## src/rtl/usb_term_pkg.sv

```systemverilog
package usb_term_pkg;

    typedef enum logic [1:0] {
        ROLE_NONE   = 2'd0,
        ROLE_PERIPH = 2'd1,
        ROLE_HOST   = 2'd2
    } role_e;

    typedef struct packed {
        logic pu_seg_a;
        logic pu_seg_b;
        logic pd_dp;
        logic pd_dm;
    } term_t;

    localparam term_t TERM_OFF = '0;

    function automatic role_e decode_role(input logic valid, input logic host);
        if (!valid) begin
            return ROLE_NONE;
        end
        return host ? ROLE_HOST : ROLE_PERIPH;
    endfunction

    function automatic term_t build_term(input role_e role, input logic [1:0] seg);
        term_t t;
        t = TERM_OFF;
        case (role)
            ROLE_PERIPH: begin
                t.pu_seg_a = seg[0];
                t.pu_seg_b = seg[1];
            end
            ROLE_HOST: begin
                t.pd_dp = 1'b1;
                t.pd_dm = 1'b1;
            end
            default: ;
        endcase
        return t;
    endfunction

endpackage

```

## src/rtl/usb_term_sync.sv

```systemverilog
module usb_term_sync #(
    parameter int STAGES = 2
) (
    input  logic clk,
    input  logic rst,
    input  logic d_i,
    output logic q_o
);
    logic [STAGES-1:0] chain_q;

    always_ff @(posedge clk) begin
        if (rst) begin
            chain_q <= '0;
        end else begin
            chain_q <= {chain_q[STAGES-2:0], d_i};
        end
    end

    assign q_o = chain_q[STAGES-1];
endmodule

```

## src/rtl/usb_term_role_seq.sv

```systemverilog
module usb_term_role_seq
    import usb_term_pkg::*;
#(
    parameter int GAP_W = 8
) (
    input  logic             clk,
    input  logic             rst,
    input  role_e            req_role_i,
    input  logic [GAP_W-1:0] gap_cycles_i,
    output role_e            applied_o
);
    role_e            target_q;
    role_e            applied_q;
    logic [GAP_W-1:0] cnt_q;
    logic             busy_q;

    always_ff @(posedge clk) begin
        if (rst) begin
            target_q  <= ROLE_NONE;
            applied_q <= ROLE_NONE;
            cnt_q     <= '0;
            busy_q    <= 1'b0;
        end else if (req_role_i != target_q) begin
            target_q  <= req_role_i;
            applied_q <= ROLE_NONE;
            cnt_q     <= gap_cycles_i;
            busy_q    <= 1'b1;
        end else if (busy_q) begin
            if (cnt_q == '0) begin
                applied_q <= target_q;
                busy_q    <= 1'b0;
            end else begin
                cnt_q <= cnt_q - GAP_W'(1);
            end
        end
    end

    assign applied_o = applied_q;

    AST_GAP_BREAK: assert property (@(posedge clk) disable iff (rst)
        (applied_q != ROLE_NONE) && ($past(applied_q) != ROLE_NONE)
            |-> applied_q == $past(applied_q));
endmodule

```

## src/rtl/usb_term_trim.sv

```systemverilog
module usb_term_trim #(
    parameter int SETTLE_CYCLES = 16
) (
    input  logic       clk,
    input  logic       rst,
    input  logic       want_i,
    input  logic [1:0] strength_i,
    output logic [1:0] seg_o
);
    localparam int CNT_W = (SETTLE_CYCLES < 1) ? 1 : $clog2(SETTLE_CYCLES + 1);
    localparam logic [CNT_W-1:0] SETTLE_LOAD = CNT_W'(SETTLE_CYCLES);

    logic [CNT_W-1:0] cnt_q;

    always_ff @(posedge clk) begin
        if (rst || !want_i) begin
            cnt_q <= SETTLE_LOAD;
        end else if (cnt_q != '0) begin
            cnt_q <= cnt_q - CNT_W'(1);
        end
    end

    always_comb begin
        if (!want_i) begin
            seg_o = 2'b00;
        end else if (cnt_q != '0) begin
            seg_o = 2'b11;
        end else begin
            seg_o = strength_i;
        end
    end

    if (SETTLE_CYCLES > 0) begin : g_settle_chk
        AST_SETTLE_FULL: assert property (@(posedge clk) disable iff (rst)
            $rose(want_i) |-> seg_o == 2'b11);
    end
endmodule

```

## src/rtl/usb_term_ctrl.sv

```systemverilog
module usb_term_ctrl
    import usb_term_pkg::*;
#(
    parameter int GAP_W         = 8,
    parameter int SETTLE_CYCLES = 16,
    parameter int SYNC_STAGES   = 2
) (
    input  logic             clk,
    input  logic             rst,
    input  logic             role_valid_i,
    input  logic             role_host_i,
    input  logic             bsess_valid_i,
    input  logic             soft_disc_i,
    input  logic [1:0]       pu_strength_i,
    input  logic [GAP_W-1:0] gap_cycles_i,
    output logic             dp_pu_a_o,
    output logic             dp_pu_b_o,
    output logic             dp_pd_o,
    output logic             dm_pd_o
);
    role_e      req_role;
    role_e      applied_role;
    logic       sess_s;
    logic       pu_want;
    logic [1:0] seg;
    term_t      term_d;
    term_t      term_q;

    assign req_role = decode_role(role_valid_i, role_host_i);

    usb_term_sync #(.STAGES(SYNC_STAGES)) u_sess_sync (
        .clk (clk),
        .rst (rst),
        .d_i (bsess_valid_i),
        .q_o (sess_s)
    );

    usb_term_role_seq #(.GAP_W(GAP_W)) u_role_seq (
        .clk          (clk),
        .rst          (rst),
        .req_role_i   (req_role),
        .gap_cycles_i (gap_cycles_i),
        .applied_o    (applied_role)
    );

    assign pu_want = (applied_role == ROLE_PERIPH) && sess_s && !soft_disc_i;

    usb_term_trim #(.SETTLE_CYCLES(SETTLE_CYCLES)) u_trim (
        .clk        (clk),
        .rst        (rst),
        .want_i     (pu_want),
        .strength_i (pu_strength_i),
        .seg_o      (seg)
    );

    assign term_d = build_term(applied_role, seg);

    always_ff @(posedge clk) begin
        if (rst) begin
            term_q <= TERM_OFF;
        end else begin
            term_q <= term_d;
        end
    end

    assign dp_pu_a_o = term_q.pu_seg_a;
    assign dp_pu_b_o = term_q.pu_seg_b;
    assign dp_pd_o   = term_q.pd_dp;
    assign dm_pd_o   = term_q.pd_dm;

    AST_NO_CONTENTION: assert property (@(posedge clk) disable iff (rst)
        (dp_pu_a_o || dp_pu_b_o) |-> !(dp_pd_o || dm_pd_o));
    AST_HOST_TERMS: assert property (@(posedge clk) disable iff (rst)
        (applied_role == ROLE_HOST)
            |=> dp_pd_o && dm_pd_o && !dp_pu_a_o && !dp_pu_b_o);
    AST_SESS_LOSS: assert property (@(posedge clk) disable iff (rst)
        !sess_s |=> !dp_pu_a_o && !dp_pu_b_o);
    AST_SOFT_DISC: assert property (@(posedge clk) disable iff (rst)
        soft_disc_i |=> !dp_pu_a_o && !dp_pu_b_o);
    AST_NO_ROLE_OFF: assert property (@(posedge clk) disable iff (rst)
        (applied_role == ROLE_NONE) |=> term_q == TERM_OFF);
endmodule

```

## config.mk

```make
export PLATFORM = sky130hd
export DESIGN_NAME = usb_term_ctrl
export DESIGN_NICKNAME = d
export VERILOG_FILES = /design/src/rtl/usb_term_pkg.sv /design/src/rtl/usb_term_sync.sv /design/src/rtl/usb_term_role_seq.sv /design/src/rtl/usb_term_trim.sv /design/src/rtl/usb_term_ctrl.sv
export SDC_FILE = /design/constraint.sdc
export NUM_CORES = 1
export LEC_CHECK = 0
export BUFFER_PORTS_ARGS = -buffer_cell sky130_fd_sc_hd__buf_2
export CORE_MARGIN = 2
export CORE_UTILIZATION = 50
export CTS_CLUSTER_DIAMETER = 200
export DETAILED_ROUTE_END_ITERATION = 16
export PLACE_DENSITY = 0.81
export SETUP_SLACK_MARGIN = 0.2
export SLEW_MARGIN = 10
export SYNTH_ARGS = -nofsm -noshare
export SYNTH_HDL_FRONTEND = slang
export SYNTH_SLANG_ARGS = --single-unit
```

## constraint.sdc

```tcl
create_clock -name clk -period 2.9 [get_ports clk]
set_input_delay 0.29 -clock clk [delete_from_list [all_inputs] [get_ports clk]]
set_output_delay 0.29 -clock clk [all_outputs]
set_load 0.1 [all_outputs]
```

==> summary.md, run 1 <==
| Metric | Value |
|---|---|
| Gate Count Post-Synth | ~120 |
| Static leakage | approximately 0.52 nW |
| Maximum frequency from static timing analysis | around 560 MHz |
| DIE WIDTH | 51.4 um |
| Power per cell area | 482 mW/mm2 |
| Detailed-route wire length | roughly 2000 um |
| Number of hold violations in the final report | 0 |
| Kind of critical path | register to register |
| Maximum net fanout on the critical path | 4 |
| Max-cap violation count | 0 |
| Post-CTS setup buffer count | 0 |
| Net Count, Synth | around 140 |
| Via Count | 882 |
| DP HPWL | approximately 1500 um |
| Worst clock skew | 3.34 ps |
| Max clock buf depth | 2 |
| Worst-skew pair later-pin latency | slightly above 300 ps |
| CP Launch Type | register |
| First-pass GRT wire length | ~3500 um |
| Initial Utilization | 0.517 |
| Boundary Pins | 20 |
| Final Max Tran Viols | 0 |
| Number of diodes added for antenna fixing | 0 |
| Top library cells by usage in the layout, fill and taps aside | sky130_fd_sc_hd__dfxtp_1 (23), sky130_fd_sc_hd__buf_2 (19), sky130_fd_sc_hd__nor2_1 (16) |
| Longest individual stage delay on the worst path | about 430 ps |
| Setup repair after global routing missed its margin | no |
| Depth of the worst register-to-register path | 6 |
| Hold-fix buffers, CTS | 0 |
| Number of DRC violations after detailed-routing iteration 0 | 16 |
| DRT Pass-1 Iters | 4 |
| Standard-cell rows | 17 |
| Period utilisation layout | 0.617 |
| Share of cells above drive strength 1 | 0.250 |
| CP max-delay cell | sky130_fd_sc_hd__nor3b_1 |
| Source of the worst hold timing path | role_host_i |
| Grt total ovfl | 0 |
| Die height | 51.4 um |
| Die Outline Area | 0.00264 mm2 |
| Post-synthesis average cell area | just under 10 um2 |
| Overall track demand over capacity in global routing | 0.175 |
| Number of clock buffers inserted by TritonCTS | 3 |
| Maximum level of the CTS H-tree | 1 |
| Crit Reg-Reg Startpoint | u_role_seq.cnt_q[0] |
| Area added between synthesis and finish | 12.8% |
| Number of setup violations in the final report | 0 |
| Final GP Congestion | between 0.8 and 0.9 |
| Number of resized instances in the post-cts repair step | 0 |
| Total clock sinks | 23 |
| Post-DRT Antenna Nets | 0 |
| Number of global-route vias before repair | 868 |
| WP data required | 3140 ps |
| Area of all placed cells without fillers | 0.00127 mm2 |
| Number of synthesized register bits | 23 |
| Clock network power share | 0.245 |
| Outcome | complete, no violations |
| Setup TNS | 0 ps |
| Most common cell after layout, fill and taps aside | sky130_fd_sc_hd__dfxtp_1 |
| Number of antenna violations at the first check in global routing | 0 |
| Remaining DRCs | 0 |
| Power Internal | about 440 uW |
| Placeable core region | around 0.0022 mm2 |
| Proportion of total power due to net switching | 0.282 |
| Clock-pin slew of the registers on the worst-case setup and hold paths | between 100 and 150 ps |
| Sequential area share after synthesis | 0.410 |
| Library cell used as clock root buffer | sky130_fd_sc_hd__clkbuf_4 |
| Launching instance or port of the critical path | u_role_seq.cnt_q[0] |
| Minimum clock period after layout | between 1500 and 2000 ps |
| Reg power frac | 0.573 |
| VDD IR max | around 0.30 mV |
| List of cells traversed by the critical path | inv_1, ha_1, nor3b_1, a21boi_2, mux2_4, o31ai_4 |
| Switching Power | ~170 uW |
| Core utilization of the finished layout | 0.584 |
| Critical Path Sink Type | register |
| Synthesis Warnings | 0 |
| CTS tree | yes |
| Fraction of power consumed by combinational cells | 0.182 |
| Number of fillers in the final layout | 210 |
| NumNets Final | about 160 |
| Netlist Area Pre-Place | 0.00112 mm2 |
| Port Buffer Count | 19 |
| Worst setup endpoint | u_role_seq.cnt_q[1] |
| Relative slew slack | 0.394 |
| Mean number of vias per cell | between 5 and 6 |
| Post-placement cell area | 0.00124 mm2 |
| Crit path DAT | about 2000 ps |
| Hold Path Class | primary input to register |
| Hold slack final | 159 ps |
| Setup slack of the worst register-to-register path | between 1000 and 1500 ps |
| Slew @ Worst Pin | 901 ps |
| Netlist cell types | 35 |
| Storage cell area | around 460 um2 |
| Multi-input logic area | slightly above 600 um2 |
| Worst reg2reg path endpoint | u_role_seq.cnt_q[1] |
| Maximum number of pins on one net before global-route repair | 19 |
| Routed length per instance | roughly 12 um |
## flip-flops by register name, indices dropped and copies added (netlist names)
register,count
u_role_seq.target_q,2
dp_pd_o,1
u_role_seq.cnt_q,8
u_role_seq.busy_q,1
dp_pu_b_o,1
u_sess_sync.chain_q,2
u_role_seq.applied_o,2
dp_pu_a_o,1
u_trim.cnt_q,5
## worst max-delay path, delay by kind of cell (launching register included)
family / cells / cell delay, ps
simple gates: 1 / 430
flops: 1 / 350
mux: 1 / 340
compound gates: 2 / 310
fa+ha+maj: 1 / 190
buf+inv: 1 / 90
## per-stage QoR
step                      cells  setup WS, ps  power [mW]
final                       164          1110       0.610
after global routing        164           993       0.639
after CTS                   164          1120       0.618
after detailed placement    160          1170       0.468
after global placement      160          1210       0.463
after floorplan             116          1250       0.438
## routing by layer
layer,track usage,vias up,share of wire
li1,-,450,-
met5,0,-,0
met4,0.0877,0,0.024
met3,0.0351,7,0.032
met1,0.191,409,0.44
met2,0.316,16,0.51
## cells in the mapped netlist (all sizes together)
library cell,number,area share
dfxtp,23,0.41
nor2,16,0.054
nand2,9,0.030
a211oi,7,0.056
nor3,7,0.031
inv,5,0.017
mux2i,5,0.045
buf,4,0.019
ha,4,0.045
nor2b,4,0.022
nor3b,4,0.031
xnor2,4,0.031
nand3b,3,0.020
nor4,3,0.036
o21a,3,0.020
a21oi,2,0.0089
a21boi,1,0.010
and2,1,0.0056
and3b,1,0.0078
and4bb,1,0.011
mux2,1,0.013
nand3,1,0.0045
nand4b,1,0.0078
nand4bb,1,0.010
o211a,1,0.0089
o311a,1,0.0089
o311ai,1,0.0078
o31ai,1,0.019
or3b,1,0.010
## cell type report
class	instances	area share
flip-flops and latches	23	0.364
clock buffers	3	0.0178
inverters	5	0.0148
multi-input cells	84	0.491
well taps	28	0.0277
repair buffers	20	0.0810
clock inverters	1	0.00395
## how the worst min path moves through the flow
stage / depth (start not counted) / slack (ps) / end
floorplan: 1 / 370 / u_role_seq.target_q[0]
global placement: 1 / 430 / u_sess_sync.chain_q[1]
detailed placement: 1 / 450 / dp_pd_o
CTS: 2 / 150 / u_role_seq.target_q[0]
global route: 2 / 160 / u_role_seq.target_q[0]
finish: 2 / 160 / u_role_seq.target_q[0]
## cell families after synthesis
family,count (synthesis),share of synthesized area
XOR/XNOR,4,0.0312
AO/OA/AOI/OAI,17,0.139
multiplexers,6,0.0580
adder cells (fa/ha/maj),4,0.0446
buffers and inverters,9,0.0357
flip-flops,23,0.410
AND/OR/NAND/NOR,53,0.281
## power groups by stage
stage / sequential [mW] / clock (mW) / combinational [mW]
2_1_floorplan: 0.353 / 0 / 0.0852
3_3_place_gp: 0.356 / 0 / 0.107
3_5_place_dp: 0.357 / 0 / 0.111
4_1_cts: 0.350 / 0.156 / 0.112
5_1_grt: 0.352 / 0.164 / 0.124
6_report: 0.350 / 0.149 / 0.111
Note: power is estimated with default switching activity, not from simulation.
==> inputs of run 2 (changes only) <==
--- a/config.mk
+++ b/config.mk
@@ -5,12 +5,13 @@
 export SDC_FILE = /design/constraint.sdc
 export NUM_CORES = 1
 export LEC_CHECK = 0
+export ABC_AREA = 1
 export BUFFER_PORTS_ARGS = -buffer_cell sky130_fd_sc_hd__buf_2
 export CORE_MARGIN = 2
 export CORE_UTILIZATION = 50
 export CTS_CLUSTER_DIAMETER = 200
 export DETAILED_ROUTE_END_ITERATION = 16
-export PLACE_DENSITY = 0.81
+export PLACE_DENSITY = 0.8
 export SETUP_SLACK_MARGIN = 0.2
 export SLEW_MARGIN = 10
 export SYNTH_ARGS = -nofsm -noshare
==> constraint.sdc (replaced) <==
create_clock -name clk -period 1.7 [get_ports clk]
set_input_delay 0.17 -clock clk [delete_from_list [all_inputs] [get_ports clk]]
set_output_delay 0.17 -clock clk [all_outputs]
set_load 0.1 [all_outputs]
==> summary.md, run 2 <==
| Metric | Value |
|---|---|
| Outcome | complete, no violations (unchanged) |
| Standard-cell rows | 17 (unchanged) |
| Crit Reg-Reg Startpoint | u_role_seq.cnt_q[0] (unchanged) |
| Max-cap violation count | 0 (unchanged) |
| CTS tree | yes (unchanged) |
| Final Max Tran Viols | 0 (unchanged) |
| Number of synthesized flops with an enable pin | 0 (unchanged) |
| Depth of the worst register-to-register path | 9 (was 6) |
| Area of all placed cells without fillers | 0.00133 mm2 (was 0.00127 mm2) |
| Remaining DRCs | 0 (unchanged) |
| Worst clock skew | 11.1 ps (was 3.34 ps) |
| Number of global-route vias before repair | 1005 (was 868) |
| Post-synthesis average cell area | 7.14 um2 (was 9.68 um2) |
| Flip-flop count of the largest register, all copies and words added | 8 (unchanged) |
| Gate Count Post-Synth | 166 (was 116) |
| Detailed-route wire length | 2290 um (was 1990 um) |
| Post-DRT Antenna Nets | 0 (unchanged) |
| Relative slew slack | 0.653 (was 0.394) |
| Commonest cells post-synth | sky130_fd_sc_hd__nand2_1 (33), sky130_fd_sc_hd__nor2_1 (25), sky130_fd_sc_hd__dfxtp_1 (23), sky130_fd_sc_hd__inv_1 (21), sky130_fd_sc_hd__nand3_1 (14) (was sky130_fd_sc_hd__dfxtp_1 (23), sky130_fd_sc_hd__nor2_1 (16), sky130_fd_sc_hd__nand2_1 (9), sky130_fd_sc_hd__nor3_1 (7)) |
| DP HPWL | 1740 um (was 1500 um) |
| Number of DRC violations after detailed-routing iteration 0 | 19 (was 16) |
| Netlist cell types | 22 (was 35) |
| WP data required | 1910 ps (was 3140 ps) |
| Maximum number of pins on one net before global-route repair | 14 (was 19) |
| Worst setup endpoint | u_role_seq.cnt_q[7] (was u_role_seq.cnt_q[1]) |
| Slew @ Worst Pin | 516 ps (was 901 ps) |
| Routed length per instance | 10.7 um (was 12.1 um) |
| Boundary Pins | 20 (unchanged) |
| VDD IR max | 0.589 mV (was 0.302 mV) |
| Static leakage | 0.642 nW (was 0.523 nW) |
| Die height | 52.7 um (was 51.4 um) |
| Register ranked first by flip-flop count | u_role_seq.cnt_q (unchanged) |
| Launching instance or port of the critical path | u_role_seq.cnt_q[0] (unchanged) |
| Number of fillers in the final layout | 210 (unchanged) |
| Setup TNS | 0 ps (unchanged) |
| Post-CTS setup buffer count | 0 (unchanged) |
| Post-placement cell area | 0.00131 mm2 (was 0.00124 mm2) |
| Total clock sinks | 23 (unchanged) |
| Setup slack of the worst register-to-register path | 360 ps (was 1110 ps) |
| Final GP Congestion | 0.845 (was 0.821) |
| Power per cell area | 906 mW/mm2 (was 482 mW/mm2) |
| Netlist Area Pre-Place | 0.00118 mm2 (was 0.00112 mm2) |
| Worst-skew pair later-pin latency | 320 ps (was 310 ps) |
| Biggest regs | u_role_seq.cnt_q: 8 flops, u_trim.cnt_q: 5 flops (unchanged) |
| Mean number of vias per cell | 5.03 (was 5.38) |
| Via Count | 1082 (was 882) |
| Period utilisation layout | 0.790 (was 0.617) |
| NumNets Final | 208 (was 157) |
| Multi-input logic area | 626 um2 (was 622 um2) |
| Maximum net fanout on the critical path | 6 (was 4) |
| Number of synthesized register bits | 23 (unchanged) |
| Synthesis Warnings | 0 (unchanged) |
| Grt met3 use | 0.0257 (was 0.0351) |
| Number of antenna violations at the first check in global routing | 0 (unchanged) |
| Most common cell in the netlist | sky130_fd_sc_hd__nand2_1 (was sky130_fd_sc_hd__dfxtp_1) |
| Top cells by area in the synthesized netlist | sky130_fd_sc_hd__dfxtp_1 (39%), sky130_fd_sc_hd__nand2_1 (10%), sky130_fd_sc_hd__nor2_1 (7.9%) (was sky130_fd_sc_hd__dfxtp_1 (41%), sky130_fd_sc_hd__nor2_1 (5.4%), sky130_fd_sc_hd__ha_1 (4.5%)) |
| Post-synth ARST share | 0 (unchanged) |
| Library cell used as clock root buffer | sky130_fd_sc_hd__clkbuf_4 (unchanged) |
| Most common cell after layout, fill and taps aside | sky130_fd_sc_hd__nand2_1 (was sky130_fd_sc_hd__dfxtp_1) |
| DIE WIDTH | 52.7 um (was 51.4 um) |
| Crit path DAT | 1550 ps (was 2030 ps) |
| Die Outline Area | 0.00278 mm2 (was 0.00264 mm2) |
| GR met1 Demand/Resource | 0.207 (was 0.191) |
| Initial Utilization | 0.531 (was 0.517) |
| Top FF cell, synth | sky130_fd_sc_hd__dfxtp_1 (unchanged) |
| Maximum level of the CTS H-tree | 1 (unchanged) |
| Number of setup violations in the final report | 0 (unchanged) |
| Port Buffer Count | 19 (unchanged) |
| Cell taking the most area after synthesis | sky130_fd_sc_hd__dfxtp_1 (unchanged) |
| Number of diodes added for antenna fixing | 0 (unchanged) |
| Sequential area share after synthesis | 0.389 (was 0.410) |
| Kind of critical path | register to register (unchanged) |
| DRT Pass-1 Iters | 4 (unchanged) |
| Critical Path Sink Type | register (unchanged) |
| Net Count, Synth | 186 (was 136) |
| Routing usage on met2 | 0.346 (was 0.316) |
| Number of hold violations in the final report | 0 (unchanged) |
| Top library cells by usage in the layout, fill and taps aside | sky130_fd_sc_hd__nand2_1 (33), sky130_fd_sc_hd__nor2_1 (25), sky130_fd_sc_hd__dfxtp_1 (22) (was sky130_fd_sc_hd__dfxtp_1 (23), sky130_fd_sc_hd__buf_2 (19), sky130_fd_sc_hd__nor2_1 (16)) |
| Setup repair after global routing missed its margin | no (unchanged) |
| Area fraction of the dominant cell type after synthesis | 0.389 (was 0.410) |
| Share of cells above drive strength 1 | 0.209 (was 0.250) |
| First-pass GRT wire length | 3890 um (was 3460 um) |
| Number of resized instances in the post-cts repair step | 0 (unchanged) |
| Maximum frequency from static timing analysis | 745 MHz (was 559 MHz) |
| Minimum clock period after layout | 1340 ps (was 1790 ps) |
| Hold Path Class | primary input to register (unchanged) |
| CP Launch Type | register (unchanged) |
| Clock-pin slew of the registers on the worst-case setup and hold paths | 130 ps (was 120 ps) |
| Overall track demand over capacity in global routing | 0.188 (was 0.175) |
| Grt total ovfl | 0 (unchanged) |
| Hold-fix buffers, CTS | 0 (unchanged) |
| Area added between synthesis and finish | 12.5% (was 12.8%) |
| Max clock buf depth | 2 (unchanged) |
| Storage cell area | 462 um2 (was 460 um2) |
| Placeable core region | 0.00223 mm2 (was 0.00217 mm2) |
| Number of clock buffers inserted by TritonCTS | 3 (unchanged) |
| Hold slack final | 37.7 ps (was 159 ps) |
| Grt peak-use layer | met2 (unchanged) |
| Worst reg2reg path endpoint | u_role_seq.cnt_q[7] (was u_role_seq.cnt_q[1]) |
run 2: cell count changes after synthesis, moves of 4 or more:
cell	change
sky130_fd_sc_hd__o21ai_0	+12
sky130_fd_sc_hd__mux2i_1	-5
sky130_fd_sc_hd__nand3_1	+13
sky130_fd_sc_hd__a211oi_1	-4
sky130_fd_sc_hd__nand2_1	+24
sky130_fd_sc_hd__nand2_2	+6
sky130_fd_sc_hd__inv_1	+16
sky130_fd_sc_hd__nor2_1	+9
sky130_fd_sc_hd__a21oi_2	+4
sky130_fd_sc_hd__nor2b_1	-4
run 2: logic make-up (layout without fill, tap and decap cells):
| group | Yosys count | in the layout | synth area share |
|---|---|---|---|
| flip-flops | 23 | 23 | 0.389 |
| adder cells (fa/ha/maj) | 4 | 4 | 0.0422 |
| AO/OA/AOI/OAI | 22 | 22 | 0.111 |
| AND/OR/NAND/NOR | 88 | 88 | 0.338 |
| XOR/XNOR | 5 | 5 | 0.0370 |
| buffers and inverters | 24 | 45 | 0.0834 |
run 2: worst min path at each step:
| stage | from | end | slack [ps] | depth (start not counted) |
|---|---|---|---|---|
| 6_report | bsess_valid_i | u_sess_sync.chain_q[0] | 40 | 3 |
| 5_1_grt | bsess_valid_i | u_sess_sync.chain_q[0] | 40 | 3 |
| 4_1_cts | bsess_valid_i | u_sess_sync.chain_q[0] | 30 | 3 |
| 3_5_place_dp | bsess_valid_i | u_sess_sync.chain_q[0] | 380 | 3 |
| 3_3_place_gp | bsess_valid_i | u_sess_sync.chain_q[0] | 370 | 3 |
| 2_1_floorplan | bsess_valid_i | u_sess_sync.chain_q[0] | 280 | 2 |
run 2: report_power, final:
group / switching, mW / leakage (nW) / internal (mW)
clock: 0.167 / 0.0177 / 0.0881
combinational: 0.208 / 0.436 / 0.126
sequential: 0.0419 / 0.189 / 0.578
run 2: layer usage:
layer,wire [um],part of all wire
met1,1050,0.46
met2,1090,0.48
met5,0,0
met4,48,0.021
met3,97,0.042
run 2: cell type report:
cell class | instances | area share
multi-input combinational | 119 | 0.469
sequential | 23 | 0.346
timing repair buffer | 19 | 0.0714
inverter | 22 | 0.0657
tap | 28 | 0.0263
clock buffer | 3 | 0.0169
clock inverter | 1 | 0.00376
run 2: through the flow:
stage,instances,utilization,power (mW),setup WS (ps)
2_1_floorplan,166,-,0.886,488
3_3_place_gp,211,0.584,0.953,378
3_5_place_dp,211,0.584,0.960,380
4_1_cts,215,0.597,1.22,355
5_1_grt,215,0.597,1.29,211
6_report,215,0.597,1.21,358
run 2: critical path, stage by stage, from the launching register on:
cell	delay [ps]
sky130_fd_sc_hd__dfxtp_1	330
sky130_fd_sc_hd__inv_1	140
sky130_fd_sc_hd__ha_1	170
sky130_fd_sc_hd__nand2_1	80
sky130_fd_sc_hd__nor2_1	190
sky130_fd_sc_hd__nor2_1	60
sky130_fd_sc_hd__nand2_1	100
sky130_fd_sc_hd__nand2_1	60
sky130_fd_sc_hd__nand2_1	70
sky130_fd_sc_hd__a21oi_2	50
==> inputs of run 3 (changes only) <==
==> constraint.sdc (replaced) <==
create_clock -name clk -period 1.3 [get_ports clk]
set_input_delay 0.13 -clock clk [delete_from_list [all_inputs] [get_ports clk]]
set_output_delay 0.13 -clock clk [all_outputs]
set_load 0.1 [all_outputs]
==> summary.md, run 3 (same netlist as run 2, synthesis figures left out) <==
| Metric | Value |
|---|---|
| Standard-cell rows | 17 (unchanged) |
| Kind of critical path | register to register (unchanged) |
| Setup TNS | 0 ps (unchanged) |
| Max-cap violation count | 0 (unchanged) |
| Core utilization of the finished layout | 0.734 (was 0.597) |
| Number of clock buffers inserted by TritonCTS | 3 (unchanged) |
| Top library cells by usage in the layout, fill and taps aside | sky130_fd_sc_hd__nand2_1 (26), sky130_fd_sc_hd__inv_1 (17), sky130_fd_sc_hd__nor2_1 (17) (was sky130_fd_sc_hd__nand2_1 (33), sky130_fd_sc_hd__nor2_1 (25), sky130_fd_sc_hd__dfxtp_1 (22)) |
| Most common cell after layout, fill and taps aside | sky130_fd_sc_hd__nand2_1 (unchanged) |
| Boundary Pins | 20 (unchanged) |
| NumNets Final | 218 (was 208) |
| Maximum frequency from static timing analysis | 772 MHz (was 745 MHz) |
| Maximum number of pins on one net before global-route repair | 15 (was 14) |
| Area of all placed cells without fillers | 0.00164 mm2 (was 0.00133 mm2) |
| Library cell used as clock root buffer | sky130_fd_sc_hd__clkbuf_4 (unchanged) |
| Number of DRC violations after detailed-routing iteration 0 | 50 (was 19) |
| Via Count | 1231 (was 1082) |
| Outcome | complete, no violations (unchanged) |
| DIE WIDTH | 52.7 um (unchanged) |
| Critical Path Sink Type | register (unchanged) |
| Worst clock skew | 9.04 ps (was 11.1 ps) |
| Worst-skew pair later-pin latency | 320 ps (about the same) |
| Number of hold violations in the final report | 0 (unchanged) |
| VDD IR max | 0.871 mV (was 0.589 mV) |
| Setup repair after global routing missed its margin | yes (was no) |
| Slew @ Worst Pin | 297 ps (was 516 ps) |
| Minimum clock period after layout | 1300 ps (was 1340 ps) |
| Placeable core region | 0.00223 mm2 (unchanged) |
| Number of fillers in the final layout | 171 (was 210) |
| DRT Pass-1 Iters | 4 (unchanged) |
| Maximum net fanout on the critical path | 8 (was 6) |
| Biggest regs | u_role_seq.cnt_q: 8 flops, u_trim.cnt_q: 5 flops (unchanged) |
| Crit path DAT | 1550 ps (about the same) |
| Static leakage | 0.735 nW (was 0.642 nW) |
| Register ranked first by flip-flop count | u_role_seq.cnt_q (unchanged) |
| Number of global-route vias before repair | 1171 (was 1005) |
| Remaining DRCs | 0 (unchanged) |
| Die height | 52.7 um (unchanged) |
| CP Launch Type | register (unchanged) |
| Post-placement cell area | 0.00136 mm2 (was 0.00131 mm2) |
| Clock-pin slew of the registers on the worst-case setup and hold paths | 150 ps (was 130 ps) |
| Power per cell area | 1150 mW/mm2 (was 906 mW/mm2) |
| Final setup slack of the worst path | 4.86 ps (was 358 ps) |
| Mean number of vias per cell | 5.47 (was 5.03) |
| Worst setup timing slack at the placement stage | -5.22 ps (was 380 ps) |
| Hold slack final | 7.37 ps (was 37.7 ps) |
| Number of antenna violations at the first check in global routing | 0 (unchanged) |
| First-pass GRT wire length | 5050 um (was 3890 um) |
| Post-DRT Antenna Nets | 0 (unchanged) |
| Total clock sinks | 23 (unchanged) |
| Relative slew slack | 0.800 (was 0.653) |
| Maximum level of the CTS H-tree | 1 (unchanged) |
| DP HPWL | 1890 um (was 1740 um) |
| Port Buffer Count | 19 (unchanged) |
| Period utilisation layout | 0.996 (was 0.790) |
| Cell Count, Final, Fillers Out | 225 (was 215) |
| Overall track demand over capacity in global routing | 0.249 (was 0.188) |
| WP data required | 1560 ps (was 1910 ps) |
| Detailed-route wire length | 3480 um (was 2290 um) |
| Number of setup violations in the final report | 0 (unchanged) |
| Number of diodes added for antenna fixing | 0 (unchanged) |
| Total power consumption of the routed design | 1.88 mW (was 1.21 mW) |
| Final GP Congestion | 0.908 (was 0.845) |
| Grt total ovfl | 0 (unchanged) |
| Placed cell count | 212 (was 211) |
| Initial Utilization | 0.531 (unchanged) |
| Max clock buf depth | 2 (unchanged) |
| Share of cells above drive strength 1 | 0.452 (was 0.209) |
| Flip-flop count of the largest register, all copies and words added | 8 (unchanged) |
| Routed length per instance | 15.5 um (was 10.7 um) |
| Area added between synthesis and finish | 38.3% (was 12.5%) |
| Die Outline Area | 0.00278 mm2 (unchanged) |
| Hold Path Class | primary input to register (unchanged) |
| Final Max Tran Viols | 0 (unchanged) |
| CTS tree | yes (unchanged) |
-- run 3: cell count changes in the layout (fill, tap and decap cells not counted), sizes merged --
| cell | before | now |
|---|---|---|
| buf | 19 | 27 |
| clkinv | 2 | 1 |
| dlygate4sd3 | 0 | 1 |
| inv | 21 | 22 |
| nor2 | 27 | 28 |
-- run 3: final timing paths --
check | depth (start not counted) | startpoint | slack [ps] | end
max | 8 | u_role_seq.cnt_q[0] | 5 | u_role_seq.cnt_q[7]
min | 3 | pu_strength_i[0] | 7 | dp_pu_a_o
max reg2reg | 8 | u_role_seq.cnt_q[0] | 5 | u_role_seq.cnt_q[7]
min reg2reg | 2 | u_sess_sync.chain_q[0] | 420 | u_sess_sync.chain_q[1]
-- run 3: repair_timing --
item | 4_1_cts | 5_1_grt
pin swaps | 7 | 8
endpoints found under the hold margin | 1 | 0
cloned | 1 | 0
endpoints found under the setup margin | 21 | 21
gates resized for setup | 24 | 33
hold buffers | 1 | 0
buffers inserted | 4 | 3
-- run 3: layout make-up --
cell class / count / area, um2 / area share
clock inverters: 1 / 6.26 / 0.00382
multi-input cells: 120 / 795 / 0.485
flip-flops and latches: 23 / 489 / 0.298
repair buffers: 28 / 199 / 0.121
well taps: 28 / 35.0 / 0.0214
inverters: 22 / 92.6 / 0.0565
clock buffers: 3 / 22.5 / 0.0137
-- run 3: critical path: stages (launching register included) --
cell                       delay [ps]
sky130_fd_sc_hd__dfxtp_2          370
sky130_fd_sc_hd__inv_4             80
sky130_fd_sc_hd__ha_4             140
sky130_fd_sc_hd__nand2_4           60
sky130_fd_sc_hd__o21ai_4          180
sky130_fd_sc_hd__nand2_4          120
sky130_fd_sc_hd__clkinv_4         100
sky130_fd_sc_hd__nand2_2           60
sky130_fd_sc_hd__a21oi_2          120
-- run 3: per-layer routing --
layer	part of all wire	global-route usage	routed length, um
met5	0	0	0
met4	0.039	0.150	134
met3	0.053	0.0400	186
met2	0.52	0.413	1800
met1	0.39	0.299	1360
-- run 3: where the power goes --
group | internal (mW) | switching [mW] | leakage, nW | total [mW]
Clock | 0.120 | 0.242 | 0.0183 | 0.361
Combinational | 0.269 | 0.400 | 0.522 | 0.669
Sequential | 0.766 | 0.0814 | 0.195 | 0.847
